$ cat config.mk
export PLATFORM = sky130hd
export DESIGN_NAME = sc_char_uart
export DESIGN_NICKNAME = d
export VERILOG_FILES = /design/src/rtl/sc_uart_pkg.sv /design/src/rtl/sc_etu_div.sv /design/src/rtl/sc_wait_timer.sv /design/src/rtl/sc_char_uart.sv
export SDC_FILE = /design/constraint.sdc
export NUM_CORES = 1
export LEC_CHECK = 0
export BUFFER_PORTS_ARGS = -buffer_cell sky130_fd_sc_hd__buf_2
export CORE_MARGIN = 5
export CORE_UTILIZATION = 54
export DETAILED_ROUTE_END_ITERATION = 16
export PLACE_DENSITY_LB_ADDON = 0.1
export SETUP_SLACK_MARGIN = 0.4
export SLEW_MARGIN = 20
export SYNTH_ARGS = -nofsm -noshare
export SYNTH_HDL_FRONTEND = slang
export SYNTH_SLANG_ARGS = --single-unit
$ cat constraint.sdc
create_clock -name clk -period 3.9 [get_ports clk]
set_input_delay 1.17 -clock clk [delete_from_list [all_inputs] [get_ports clk]]
set_output_delay 1.17 -clock clk [all_outputs]
set_load 0.01 [all_outputs]
$ cat src/rtl/sc_uart_pkg.sv
`timescale 1ns/1ps
package sc_uart_pkg;

    typedef enum logic [2:0] {
        ST_IDLE,
        ST_TX_BITS,
        ST_TX_HOLD,
        ST_RX_BITS,
        ST_RX_ERR
    } sc_state_t;

    localparam int MIN_GUARD_ETU = 12;

    // Line levels of one frame: [0] start, [8:1] data in wire order, [9] parity
    function automatic logic [9:0] encode_frame(input logic [7:0] b, input logic inv);
        logic [7:0] ord;
        logic [8:0] lv;
        for (int i = 0; i < 8; i++) ord[i] = inv ? b[7-i] : b[i];
        lv = {^b, ord};
        if (inv) lv = ~lv;
        return {lv, 1'b0};
    endfunction

    // Samples in wire order ([8] = parity sample) -> {byte, parity_error}
    function automatic logic [8:0] decode_frame(input logic [8:0] s, input logic inv);
        logic [8:0] lg;
        logic [7:0] b;
        lg = inv ? ~s : s;
        for (int i = 0; i < 8; i++) b[i] = inv ? lg[7-i] : lg[i];
        return {b, ^lg};
    endfunction

endpackage

$ cat src/rtl/sc_etu_div.sv
`timescale 1ns/1ps
module sc_etu_div #(
    parameter int DIV_W = 12
) (
    input  logic             clk,
    input  logic             rst_n,
    input  logic             restart,
    input  logic [DIV_W-1:0] div,
    output logic             half_tick
);
    localparam int ACC_W = DIV_W + 1;
    localparam logic [ACC_W-1:0] STEP = ACC_W'(16);

    logic [ACC_W-1:0] acc_q, sum;

    assign sum       = acc_q + STEP;
    assign half_tick = (sum >= {1'b0, div});

    always_ff @(posedge clk or negedge rst_n) begin
        if (!rst_n)         acc_q <= '0;
        else if (restart)   acc_q <= '0;
        else if (half_tick) acc_q <= sum - {1'b0, div};
        else                acc_q <= sum;
    end

    AST_HALF_GAP: assert property (@(posedge clk) disable iff (!rst_n || div < DIV_W'(32))
        half_tick |=> !half_tick) else $error("half ticks too close");

endmodule

$ cat src/rtl/sc_wait_timer.sv
`timescale 1ns/1ps
module sc_wait_timer #(
    parameter int WT_W = 32
) (
    input  logic            clk,
    input  logic            rst_n,
    input  logic            restart,
    input  logic            half_tick,
    input  logic [WT_W-1:0] limit,
    output logic            timeout
);
    logic            phase_q;
    logic [WT_W-1:0] cnt_q;

    always_ff @(posedge clk or negedge rst_n) begin
        if (!rst_n) begin
            phase_q <= 1'b0;
            cnt_q   <= '0;
        end else if (restart) begin
            phase_q <= 1'b0;
            cnt_q   <= '0;
        end else if (half_tick) begin
            phase_q <= ~phase_q;
            if (phase_q && cnt_q != '1) cnt_q <= cnt_q + 1'b1;
        end
    end

    assign timeout = (limit != '0) && (cnt_q >= limit);

    AST_WT_STICKY: assert property (@(posedge clk) disable iff (!rst_n)
        (timeout && !restart && limit == $past(limit)) |=> timeout) else $error("timeout dropped");

endmodule

$ cat src/rtl/sc_char_uart.sv
`timescale 1ns/1ps
module sc_char_uart
    import sc_uart_pkg::*;
#(
    parameter int DIV_W   = 12,
    parameter int GT_W    = 16,
    parameter int WT_W    = 32,
    parameter int RETRY_W = 3
) (
    input  logic               clk,
    input  logic               rst_n,
    input  logic [DIV_W-1:0]   cfg_etu_div,
    input  logic               cfg_inverse,
    input  logic               cfg_t1,
    input  logic [GT_W-1:0]    cfg_guard,
    input  logic [RETRY_W-1:0] cfg_retry_max,
    input  logic [WT_W-1:0]    cfg_wt_limit,
    input  logic               io_in,
    output logic               io_drive_low,
    input  logic [7:0]         tx_data,
    input  logic               tx_valid,
    output logic               tx_ready,
    output logic [7:0]         rx_data,
    output logic               rx_valid,
    output logic               rx_perr,
    output logic               tx_fail,
    output logic               wt_timeout
);
    localparam int H_W = GT_W + 2;
    localparam logic [H_W-1:0] H_QUAL    = H_W'(1);
    localparam logic [H_W-1:0] H_SMP_LO  = H_W'(3);
    localparam logic [H_W-1:0] H_SMP_HI  = H_W'(19);
    localparam logic [H_W-1:0] H_TX_END  = H_W'(20);
    localparam logic [H_W-1:0] H_RX_END  = H_W'(21);
    localparam logic [H_W-1:0] H_CHK     = H_W'(22);
    localparam logic [H_W-1:0] H_ERR_END = H_W'(24);

    sc_state_t state_q, state_d;
    logic [H_W-1:0]     h_q, h_d, hn, hold_end;
    logic [9:0]         frame_q, frame_d;
    logic [RETRY_W-1:0] retry_q, retry_d;
    logic               fail_q, fail_d, rep_q, rep_d;
    logic               half_tick, div_restart, rx_fire;
    logic [8:0]         dec;
    logic [15:0]        frame_ext;
    logic [GT_W-1:0]    guard_eff;

    sc_etu_div #(.DIV_W(DIV_W)) u_div (
        .clk(clk), .rst_n(rst_n), .restart(div_restart),
        .div(cfg_etu_div), .half_tick(half_tick)
    );

    sc_wait_timer #(.WT_W(WT_W)) u_wt (
        .clk(clk), .rst_n(rst_n), .restart(div_restart),
        .half_tick(half_tick), .limit(cfg_wt_limit), .timeout(wt_timeout)
    );

    assign guard_eff = (cfg_guard < GT_W'(MIN_GUARD_ETU)) ? GT_W'(MIN_GUARD_ETU) : cfg_guard;
    assign hold_end  = {1'b0, guard_eff, 1'b0};
    assign hn        = h_q + 1'b1;
    assign dec       = decode_frame(frame_q[9:1], cfg_inverse);

    // Next-state logic
    always_comb begin
        state_d     = state_q;
        h_d         = h_q;
        frame_d     = frame_q;
        retry_d     = retry_q;
        fail_d      = fail_q;
        rep_d       = rep_q;
        div_restart = 1'b0;
        rx_fire     = 1'b0;
        unique case (state_q)
            ST_IDLE: begin
                if (tx_valid && io_in) begin            // accept
                    state_d     = ST_TX_BITS;
                    h_d         = '0;
                    frame_d     = encode_frame(tx_data, cfg_inverse);
                    retry_d     = '0;
                    fail_d      = 1'b0;
                    rep_d       = 1'b0;
                    div_restart = 1'b1;
                end else if (!io_in) begin              // start_edge
                    state_d     = ST_RX_BITS;
                    h_d         = '0;
                    div_restart = 1'b1;
                end
            end
            ST_TX_BITS: begin
                if (half_tick) begin
                    h_d = hn;
                    if (hn == H_TX_END) state_d = ST_TX_HOLD; // bits_done
                end
            end
            ST_TX_HOLD: begin
                if (half_tick) begin
                    h_d = hn;
                    if (!cfg_t1 && hn == H_CHK && !io_in) begin
                        if (retry_q < cfg_retry_max) begin
                            rep_d   = 1'b1;
                            retry_d = retry_q + 1'b1;
                        end else begin
                            fail_d  = 1'b1;
                        end
                    end
                    if (hn >= hold_end && io_in) begin
                        if (rep_q) begin                // repeat
                            state_d     = ST_TX_BITS;
                            h_d         = '0;
                            rep_d       = 1'b0;
                            div_restart = 1'b1;
                        end else begin                  // hold_done
                            state_d = ST_IDLE;
                        end
                    end
                end
            end
            ST_RX_BITS: begin
                if (half_tick) begin
                    h_d = hn;
                    if (hn == H_QUAL && io_in) begin    // glitch
                        state_d = ST_IDLE;
                    end else if (hn[0] && hn >= H_SMP_LO && hn <= H_SMP_HI) begin
                        frame_d = {io_in, frame_q[9:1]};
                    end else if (hn == H_RX_END) begin
                        if (dec[0] && !cfg_t1) begin
                            state_d = ST_RX_ERR;        // flag_error
                        end else begin
                            state_d = ST_IDLE;          // rx_done
                            rx_fire = 1'b1;
                        end
                    end
                end
            end
            ST_RX_ERR: begin
                if (half_tick) begin
                    h_d = hn;
                    if (hn == H_ERR_END) state_d = ST_IDLE; // flag_done
                end
            end
            default: state_d = ST_IDLE;
        endcase
    end

    // State register
    always_ff @(posedge clk or negedge rst_n) begin
        if (!rst_n) begin
            state_q  <= ST_IDLE;
            h_q      <= '0;
            frame_q  <= '1;
            retry_q  <= '0;
            fail_q   <= 1'b0;
            rep_q    <= 1'b0;
            rx_valid <= 1'b0;
            rx_data  <= '0;
            rx_perr  <= 1'b0;
        end else begin
            state_q  <= state_d;
            h_q      <= h_d;
            frame_q  <= frame_d;
            retry_q  <= retry_d;
            fail_q   <= fail_d;
            rep_q    <= rep_d;
            rx_valid <= rx_fire;
            if (rx_fire) begin
                rx_data <= dec[8:1];
                rx_perr <= dec[0];
            end
        end
    end

    // Outputs
    assign frame_ext = {6'b111111, frame_q};
    always_comb begin
        io_drive_low = 1'b0;
        tx_ready     = 1'b0;
        unique case (state_q)
            ST_IDLE:    tx_ready     = io_in;
            ST_TX_BITS: io_drive_low = ~frame_ext[h_q[4:1]];
            ST_RX_ERR:  io_drive_low = 1'b1;
            default:    io_drive_low = 1'b0;
        endcase
    end
    assign tx_fail = fail_q;

    AST_START_DRIVEN: assert property (@(posedge clk) disable iff (!rst_n)
        (tx_valid && tx_ready) |=> io_drive_low) else $error("no start bit");
    AST_RETRY_BOUND: assert property (@(posedge clk) disable iff (!rst_n)
        (state_q != ST_IDLE) |-> (retry_q <= cfg_retry_max)) else $error("too many repeats");
    AST_RX_PULSE: assert property (@(posedge clk) disable iff (!rst_n)
        rx_valid |=> !rx_valid) else $error("rx_valid longer than one cycle");
    AST_T1_SILENT: assert property (@(posedge clk) disable iff (!rst_n)
        (cfg_t1 && (state_q == ST_RX_BITS || state_q == ST_RX_ERR)) |-> !io_drive_low)
        else $error("line driven while receiving in block protocol");

endmodule

==> flow_metrics.env, run 1 <==
export IMPL_area_growth_synth_to_final_pct=32.6
export IMPL_sw_frac_of_total_pct=43.5
export IMPL_clk_pin_slew_ns=0.07
export IMPL_hp_class="reg -> reg"
export IMPL_setup_worst_path_class="in -> out"
export IMPL_period_share_pct=107
export IMPL_grt_pass1_vias=6699
export IMPL_synthCells=902
export IMPL_core_area_um2=13800
export IMPL_stdcell_count=1235
export IMPL_layout_commonest_cell="inv_1"
export IMPL_drive_gt1_share_pct=31.4
export IMPL_leakagePower_nw=4.79
export IMPL_cp_start_kind="input port"
export IMPL_p_sw_mw=2.56
export IMPL_worst_slew_pin_slew_ns=0.639
export IMPL_dpl_hpwl_um=13500
export IMPL_highest_layer="met4"
export IMPL_n_antenna_cell=0
export IMPL_cts_tree="built"
export IMPL_grt_use_total_pct=23.1
export IMPL_fin_nets=1198
export IMPL_totalPowerFinal_mw=5.88
export IMPL_wl_met3_um=639
export IMPL_rsz0062_at_grt="yes"
export IMPL_overflow=0
export IMPL_p_int_mw=3.32
export IMPL_cts_root_buf="clkbuf_16"
export IMPL_stdcell_area_um2=10000
export IMPL_drt_first_pass_iters=4
export IMPL_finalSetupViolCount=6
export IMPL_hold_ws_ns=0.463
export IMPL_setup_slack_ns=-0.290
export IMPL_status="complete, but fails checks"
export IMPL_dp_cells=1199
export IMPL_routed_wl_um=19100
export IMPL_cts_sink_count=92
export IMPL_grt_pass1_wl_um=31300
export IMPL_core_rowCount=43
export IMPL_dieArea_um2=16500
export IMPL_comb_power_share_pct=60.6
export IMPL_fin_worst_skew_ns=0.00784
export IMPL_endpoint_kind="output pin"
export IMPL_vdd_drop_max_mv=0.359
export IMPL_antenna_found_initial=0
export IMPL_initial_utilization_pct=54.7
export IMPL_finalMaxSlewViolations=0
export IMPL_synth_nets=1050
export IMPL_required_ns=2.73
export IMPL_post_drt_wl_per_cell_um=15.5
export IMPL_ant_nets=0
export IMPL_vias_per_cell=5.58
export IMPL_holdCritStartpoint="frame_q[0]"
export IMPL_fin_util_pct=72.5
export IMPL_hold_viol=0
export IMPL_r2r_start="h_q[3]"
export IMPL_failed_checks="negative setup slack"
export IMPL_cp_max_fo=2
export IMPL_p_per_area_nw_per_um2=587
export IMPL_yosysSeqAreaShare_pct=30.6
export IMPL_die_width_um=128
export IMPL_io_buffers=90
export IMPL_power_share_clock_pct=15.4
export IMPL_vias=6889
export IMPL_layout_common_cells="inv_1, buf_2, dfrtp_1"
export IMPL_ioPinCount=91
export IMPL_reg2regPathDepth=16
export IMPL_period_needed_ns=4.19
export IMPL_fmax_mhz=239
export IMPL_maxSlewHeadroom_pct=57.0
export IMPL_routabilityCongestion=0.877
export IMPL_synthesis_area_um2=7560
export IMPL_yosys_warnings=0
export IMPL_synth_cell_type_count=68
export IMPL_dpl_cell_area_um2=8670
export IMPL_grt_max_degree=40
export IMPL_drv_cap=0
export IMPL_ys_ff_latch=92
export IMPL_crit_arrival_ns=3.02
export IMPL_drt_iter0_drc=367
export IMPL_cts_buffer_depth=2
export IMPL_dr_wl_met2_um=9640
export IMPL_synth_flop_cell="dfrtp_1"
export IMPL_avgSynthCellArea_um2=8.38
export IMPL_synth_edf_count=0
export IMPL_ctsHoldBuffers=0
export IMPL_met1_length_um=8460
export IMPL_htreeDepth=3
export IMPL_die_height_um=128
export IMPL_seqPwrFrac_pct=24.0
export IMPL_clock_latency_ns=0.35
export IMPL_startpoint="cfg_wt_limit[0]"
export IMPL_hold_path_depth=2
export IMPL_synthArstFlopShare_pct=100
export IMPL_drc=0
export IMPL_cts_made_buffers=9
## power groups by stage
stage          sequential, mW  combinational [mW]  clock [mW]
6_report                 1.41                3.56       0.906
5_1_grt                  1.44                3.89       0.967
4_1_cts                  1.40                3.23       0.927
3_5_place_dp             1.41                2.71           0
3_3_place_gp             1.41                2.67           0
2_1_floorplan            1.34                2.09           0
## cell type report
cell class	count	area, µm²
Sequential cell	92	2310
Tap cell	180	225
Clock inverter	7	76.3
Clock buffer	9	225
Fill cell	1080	3800
Timing Repair Buffer	171	1320
Multi-Input combinational cell	673	5480
Inverter	103	387
## flip-flops by register name, summed over array words and instances (netlist names)
register / flops
frame_q: 10
h_q: 18
rep_q: 1
retry_q: 3
rx_data: 8
rx_perr: 1
rx_valid: 1
state_q: 3
tx_fail: 1
u_div.acc_q: 13
u_wt.cnt_q: 32
u_wt.phase_q: 1
## cells by family after synthesis
kind of cell	count (synthesis)	share of synthesized area, %
simple gates	309	19.9
fa+ha+maj	71	11.8
buf+inv	137	7.20
mux	39	5.78
xor+xnor	82	9.50
flops	92	30.6
compound gates	172	15.2
## cells in the mapped netlist (all sizes together) (8+ instances only)
library cell / count / area, µm²
a211oi: 11 / 87.6
a21o: 22 / 165
a21oi: 55 / 287
and3: 11 / 68.8
buf: 15 / 85.1
clkbuf: 19 / 72.6
dfrtp: 82 / 2050
dfstp: 10 / 263
ha: 70 / 876
inv: 103 / 387
mux2: 17 / 191
mux2i: 20 / 200
nand2: 68 / 255
nand3: 28 / 150
nand4: 23 / 144
nor2: 106 / 398
nor2b: 8 / 50.1
nor3: 16 / 91.3
nor4: 20 / 131
o21ai: 28 / 140
o31ai: 14 / 125
xnor2: 55 / 482
xor2: 27 / 236
## layer usage
metal / vias up / track usage [%]
met4: 0 / 6.68
met5: - / 0
met1: 3281 / 29.8
met2: 129 / 40.5
li1: 3447 / -
met3: 32 / 3.28
## final timing paths
check,end,slack (ns)
max in group asynchronous,u_wt.cnt_q[19],2.42
worst min-delay path,frame_q[0],0.46
worst max register to register,h_q[15],-0.08
worst min register to register,frame_q[0],0.46
min in group asynchronous,u_div.acc_q[9],0.80
worst max-delay path,wt_timeout,-0.29
## through the flow
stage	setup TNS [ns]	worst slack (ns)
4_1_cts	-0.290	-0.290
3_3_place_gp	-7.24	-0.419
5_1_grt	-8.51	-0.433
3_5_place_dp	-10.56	-0.508
6_report	-0.586	-0.290
2_1_floorplan	-0.00583	-0.00583
## critical path: stages
cell	delay, ns
buf_8	0.10
ha_4	0.19
nand2b_4	0.14
a21o_1	0.15
a21o_1	0.15
a21o_1	0.15
a21o_1	0.17
a2111oi_4	0.30
a2111oi_2	0.08
o21ai_1	0.18
a31oi_1	0.10
buf_2	0.14
## timing repair
action,in CTS,in global routing
gates cloned,3,1
setup buffers,8,8
endpoints found under the setup margin,69,78
pin swaps,21,20
resized for setup,106,78
(Power assumes the default switching activity.)
==> run 2, diff against run 1 <==
--- a/config.mk
+++ b/config.mk
@@ -6,8 +6,10 @@
 export NUM_CORES = 1
 export LEC_CHECK = 0
 export BUFFER_PORTS_ARGS = -buffer_cell sky130_fd_sc_hd__buf_2
+export CELL_PAD_IN_SITES_DETAIL_PLACEMENT = 1
+export CELL_PAD_IN_SITES_GLOBAL_PLACEMENT = 1
 export CORE_MARGIN = 5
-export CORE_UTILIZATION = 54
+export CORE_UTILIZATION = 41
 export DETAILED_ROUTE_END_ITERATION = 16
 export PLACE_DENSITY_LB_ADDON = 0.1
 export SETUP_SLACK_MARGIN = 0.4
==> run 2 against run 1 <==
Against the previous run: the flow still finishes with violations (negative setup slack); worst setup slack got worse by 0.0094 ns; clock power rose by 0.9%; non-clock buffer count rose by 6; register-to-register slack improved by 0.15 ns; global-route usage fell by 2.9 points; first-iteration DRC count fell by 36%; via count rose by 1.2%; combinational power rose by 5%; critical endpoint unchanged.
==> flow_metrics.env, run 2 (synthesized netlist as in run 1, its figures left out) <==
export IMPL_crit_arrival_ns=3.03
export IMPL_leakagePower_nw=4.81
export IMPL_path_cells="buf_8, ha_4, nand2b_4, a21o_1, a21o_1, a21o_1, a21o_1, a2111oi_4, a2111oi_2, o21ai_1, a31oi_1, buf_2"
export IMPL_core_rowCount=49
export IMPL_finalMaxSlewViolations=0
export IMPL_fin_nets=1204
export IMPL_cp_common_cell="a21o_1"
export IMPL_fin_util_pct=56.1
export IMPL_layout_commonest_cell="inv_1"
export IMPL_slowest_delay_ns=0.31
export IMPL_n_antenna_cell=0
export IMPL_post_drt_wl_per_cell_um=17.3
export IMPL_vdd_drop_max_mv=0.463
export IMPL_cp_start_kind="input port"
export IMPL_core_area_um2=18100
export IMPL_dieArea_um2=21300
export IMPL_p_per_area_nw_per_um2=599
export IMPL_drt_iter0_drc=236
export IMPL_antenna_found_initial=0
export IMPL_drt_first_pass_iters=4
export IMPL_drc=0
export IMPL_ioPinCount=91
export IMPL_slowest_stage="a2111oi_4"
export IMPL_overflow=0
export IMPL_cts_root_buf="clkbuf_16"
export IMPL_area_growth_synth_to_final_pct=34.3
export IMPL_clk_pin_slew_ns=0.07
export IMPL_cts_sink_count=92
export IMPL_hp_class="reg -> reg"
export IMPL_cts_made_buffers=9
export IMPL_fmax_mhz=238
export IMPL_rsz0062_at_grt="yes"
export IMPL_regMostFlops="u_wt.cnt_q"
export IMPL_cts_buffer_depth=2
export IMPL_worst_slew_pin_slew_ns=0.795
export IMPL_largest_reg_flops=32
export IMPL_multiInputGateArea_um2=5470
export IMPL_die_height_um=146
export IMPL_period_share_pct=108
export IMPL_vias=6974
export IMPL_fin_worst_skew_ns=0.00971
export IMPL_initial_utilization_pct=41.8
export IMPL_finalSetupViolCount=1
export IMPL_cp_max_fo=2
export IMPL_hold_viol=0
export IMPL_ctsHoldBuffers=0
export IMPL_period_needed_ns=4.20
export IMPL_grt_pass1_wl_um=36200
export IMPL_vias_per_cell=5.41
export IMPL_drv_cap=0
export IMPL_htreeDepth=3
export IMPL_grt_max_degree=52
export IMPL_maxSlewHeadroom_pct=46.5
export IMPL_fill_cells=2091
export IMPL_grt_pass1_vias=7429
export IMPL_cts_tree="built"
export IMPL_layout_common_cells="inv_1, buf_2, dfrtp_1"
export IMPL_setup_slack_ns=-0.300
export IMPL_ant_nets=0
export IMPL_grt_use_total_pct=20.2
export IMPL_required_ns=2.73
export IMPL_endpoint_kind="output pin"
export IMPL_preCtsSetupSlack_ns=-0.530
export IMPL_io_buffers=90
export IMPL_clock_latency_ns=0.35
export IMPL_drive_gt1_share_pct=31.7
export IMPL_dp_cells=1248
export IMPL_routabilityCongestion=0.871
export IMPL_failed_checks="negative setup slack"
export IMPL_dpl_hpwl_um=16100
export IMPL_largestRegisters="u_wt.cnt_q (32), h_q (18), u_div.acc_q (13)"
export IMPL_seq_area_um2=2310
export IMPL_stdcell_count=1290
export IMPL_routed_wl_um=22300
export IMPL_die_width_um=146
export IMPL_status="complete, but fails checks"
export IMPL_setup_worst_path_class="in -> out"
==> run 2: cell type report <==
class	instances	area share, %
Sequential cell	92	22.8
Timing Repair Buffer	177	13.7
Inverter	103	3.81
Clock inverter	5	0.591
Clock buffer	11	2.39
Multi-Input combinational cell	673	53.9
Tap cell	229	2.82
==> run 2: path summary, 6_finish.rpt <==
check	from	end	slack, ns	cells after the start
setup / recovery	cfg_wt_limit[0]	wt_timeout	-0.30	12
hold / removal	frame_q[0]	frame_q[0]	0.48	2
setup reg to reg	h_q[5]	h_q[15]	0.07	15
hold reg to reg	frame_q[0]	frame_q[0]	0.48	2
max in group asynchronous	rst_n	u_wt.cnt_q[30]	2.39	2
min in group asynchronous	rst_n	u_div.acc_q[10]	0.82	1
==> run 2: stage by stage <==
| stage | area, µm² | hold slack [ns] | setup TNS (ns) | power, mW |
|---|---|---|---|---|
| 2_1_floorplan | 7700 | 0.442 | -0.00583 | 3.43 |
| 3_5_place_dp | 8740 | 0.476 | -12.29 | 4.23 |
| 4_1_cts | 9640 | 0.485 | -0.320 | 5.66 |
| 6_report | 10200 | 0.478 | -0.300 | 6.09 |
| 3_3_place_gp | 8740 | 0.451 | -7.53 | 4.16 |
| 5_1_grt | 10200 | 0.520 | -2.27 | 6.53 |
==> run 2: worst max-delay path, delay by kind of cell <==
kind                     cells  cell delay [ns]
AND/OR/NAND/NOR              1             0.14
AO/OA/AOI/OAI                8             1.29
buffers and inverters        2             0.24
adder cells (fa/ha/maj)      1             0.19
==> run 2: routing by layer <==
layer  wire [µm]  track usage (%)  vias to the layer above
met2       11500             36.2                       99
li1            -                -                     3430
met3         648             3.52                       21
met1        9850             25.4                     3424
met4         312             4.51                        0
met5           0                0                        -
==> run 2: repair_timing <==
| item | CTS | global route |
|---|---|---|
| resized for setup | 103 | 85 |
| pin swaps | 21 | 22 |
| endpoints found under the setup margin | 68 | 89 |
| gates cloned | 4 | 1 |
| buffers inserted | 12 | 9 |
==> run 2: power by group <==
| group | total [mW] | switching (mW) | leakage (nW) | internal, mW |
|---|---|---|---|---|
| logic | 3.74 | 2.00 | 3.45 | 1.74 |
| clock network | 0.914 | 0.396 | 0.146 | 0.518 |
| registers | 1.43 | 0.246 | 1.21 | 1.18 |
| total | 6.09 | 2.65 | 4.81 | 3.44 |
==> run 3, diff against run 2 <==
--- a/config.mk
+++ b/config.mk
@@ -12,6 +12,7 @@
 export CORE_UTILIZATION = 41
 export DETAILED_ROUTE_END_ITERATION = 16
 export PLACE_DENSITY_LB_ADDON = 0.1
+export RECOVER_POWER = 25
 export SETUP_SLACK_MARGIN = 0.4
 export SLEW_MARGIN = 20
 export SYNTH_ARGS = -nofsm -noshare
==> run 3 against run 2 <==
Against the previous run: the run ends with max-capacitance violations, max-slew violations, negative setup slack left; count of clock-buffer cells in the layout unchanged; worst setup slack unchanged; cell count unchanged; non-clock buffer count unchanged; sequential cell count unchanged; combinational power about the same; register-to-register slack about the same; die area unchanged; largest cell class unchanged; largest power group unchanged.
==> flow_metrics.env, run 3 (synthesized netlist as in run 1, its figures left out) <==
export IMPL_fin_nets=1204
export IMPL_p_per_area_nw_per_um2=600
export IMPL_drt_first_pass_iters=4
export IMPL_failed_checks="max-capacitance violations, max-slew violations, negative setup slack"
export IMPL_p_int_mw=3.44
export IMPL_rsz0062_at_grt="yes"
export IMPL_n_antenna_cell=0
export IMPL_drv_cap=1
export IMPL_fill_cells=2091
export IMPL_ioPinCount=91
export IMPL_htreeDepth=3
export IMPL_post_drt_wl_per_cell_um=17.3
export IMPL_fmax_mhz=238
export IMPL_drc=0
export IMPL_holdCritStartpoint="frame_q[0]"
export IMPL_core_area_um2=18100
export IMPL_largestRegisters="u_wt.cnt_q (32), h_q (18), u_div.acc_q (13)"
export IMPL_crit_arrival_ns=3.03
export IMPL_hp_class="reg -> reg"
export IMPL_die_height_um=146
export IMPL_cts_tree="built"
export IMPL_dieArea_um2=21300
export IMPL_vias=6974
export IMPL_cts_sink_count=92
export IMPL_seqPwrFrac_pct=23.5
export IMPL_core_rowCount=49
export IMPL_hold_viol=0
export IMPL_grt_pass1_wl_um=36200
export IMPL_setup_worst_path_class="in -> out"
export IMPL_cp_start_kind="input port"
export IMPL_totalPowerFinal_mw=6.09
export IMPL_status="complete, but fails checks"
export IMPL_multiInputGateArea_um2=5470
export IMPL_period_share_pct=108
export IMPL_largest_reg_flops=32
export IMPL_io_buffers=90
export IMPL_sw_frac_of_total_pct=43.5
export IMPL_layout_commonest_cell="inv_1"
export IMPL_slowest_delay_ns=0.31
export IMPL_clock_latency_ns=0.35
export IMPL_initial_utilization_pct=41.8
export IMPL_regMostFlops="u_wt.cnt_q"
export IMPL_dpl_hpwl_um=16100
export IMPL_preCtsSetupSlack_ns=-0.530
export IMPL_seq_area_um2=2310
export IMPL_cp_max_fo=2
export IMPL_vias_per_cell=5.41
export IMPL_worst_slew_pin_slew_ns=2.51
export IMPL_p_sw_mw=2.65
export IMPL_finalSetupViolCount=1
export IMPL_leakagePower_nw=4.81
export IMPL_routed_wl_um=22300
export IMPL_setup_slack_ns=-0.300
export IMPL_cp_common_cell="a21o_1"
export IMPL_die_width_um=146
export IMPL_startpoint="cfg_wt_limit[0]"
export IMPL_grt_use_total_pct=20.2
export IMPL_layout_common_cells="inv_1, buf_2, dfrtp_1"
export IMPL_ant_nets=0
export IMPL_power_share_clock_pct=15.0
export IMPL_clk_pin_slew_ns=0.07
export IMPL_required_ns=2.73
export IMPL_overflow=0
export IMPL_fin_worst_skew_ns=0.00971
export IMPL_drt_iter0_drc=236
export IMPL_r2r_start="h_q[5]"
export IMPL_comb_power_share_pct=61.5
export IMPL_vdd_drop_max_mv=0.463
export IMPL_finalMaxSlewViolations=42
export IMPL_slowest_stage="a2111oi_4"
export IMPL_cts_made_buffers=9
export IMPL_path_cells="buf_8, ha_4, nand2b_4, a21o_1, a21o_1, a21o_1, a21o_1, a2111oi_4, a2111oi_2, o21ai_1, a31oi_1, buf_2"
export IMPL_grt_max_degree=52
export IMPL_routabilityCongestion=0.871
export IMPL_antenna_found_initial=0
export IMPL_grt_pass1_vias=7429
export IMPL_area_growth_synth_to_final_pct=34.3
export IMPL_cts_buffer_depth=2
export IMPL_cts_root_buf="clkbuf_16"
export IMPL_period_needed_ns=4.20
export IMPL_maxSlewHeadroom_pct=-67.2
export IMPL_drive_gt1_share_pct=31.6
export IMPL_endpoint_kind="output pin"
export IMPL_ctsHoldBuffers=0
[run 3: what timing repair did]
item	4_1_cts	5_1_grt
endpoints found under the setup margin	68	89
gates resized for setup	103	85
setup buffers	12	9
cloned	4	1
pin swaps	21	22
[run 3: stage by stage]
stage / cell area [µm²] / setup TNS [ns] / std cells / hold slack, ns / utilization [%]
after CTS: 9640 / -0.320 / 1280 / 0.485 / 53.3
after floorplan: 7700 / -0.00583 / 902 / 0.442 / -
final: 10200 / -0.300 / 1290 / 0.478 / 56.1
after global placement: 8740 / -7.53 / 1248 / 0.451 / 48.4
after detailed placement: 8740 / -12.29 / 1248 / 0.476 / 48.4
after global routing: 10200 / -2.27 / 1290 / 0.520 / 56.1
[run 3: layer usage]
metal  track usage (%)  part of all wire [%]
met3              3.52                   2.9
met5                 0                     0
met2              36.2                    52
met4              4.51                   1.4
met1              25.4                    44
[run 3: worst paths after layout]
check | slack, ns | depth (start not counted) | end
setup reg to reg | 0.07 | 15 | h_q[15]
hold / removal | 0.48 | 2 | frame_q[0]
hold reg to reg | 0.48 | 2 | frame_q[0]
max in group asynchronous | 0.88 | 1 | h_q[2]
setup / recovery | -0.30 | 12 | wt_timeout
min in group asynchronous | 1.59 | 1 | u_div.acc_q[10]
[run 3: power groups by stage]
| stage | Combinational [mW] | Clock [mW] | Sequential, mW |
|---|---|---|---|
| after floorplan | 2.09 | 0 | 1.34 |
| after detailed placement | 2.80 | 0 | 1.43 |
| after CTS | 3.31 | 0.934 | 1.42 |
| after global routing | 4.10 | 0.977 | 1.46 |
| after global placement | 2.74 | 0 | 1.42 |
| final | 3.74 | 0.914 | 1.43 |
[run 3: cell type report]
type / instances / share of cell area [%]
Multi-Input combinational cell: 673 / 53.9
Sequential cell: 92 / 22.8
Tap cell: 229 / 2.82
Timing Repair Buffer: 177 / 13.7
Clock inverter: 5 / 0.592
Inverter: 103 / 3.81
Clock buffer: 11 / 2.39
[run 3: worst max-delay path, delay by kind of cell]
kind,cells,cell delay [ns]
AOI/OAI and AO/OA,8,1.29
adders and majority gates,1,0.19
buffers and inverters,2,0.24
and+or+nand+nor,1,0.14
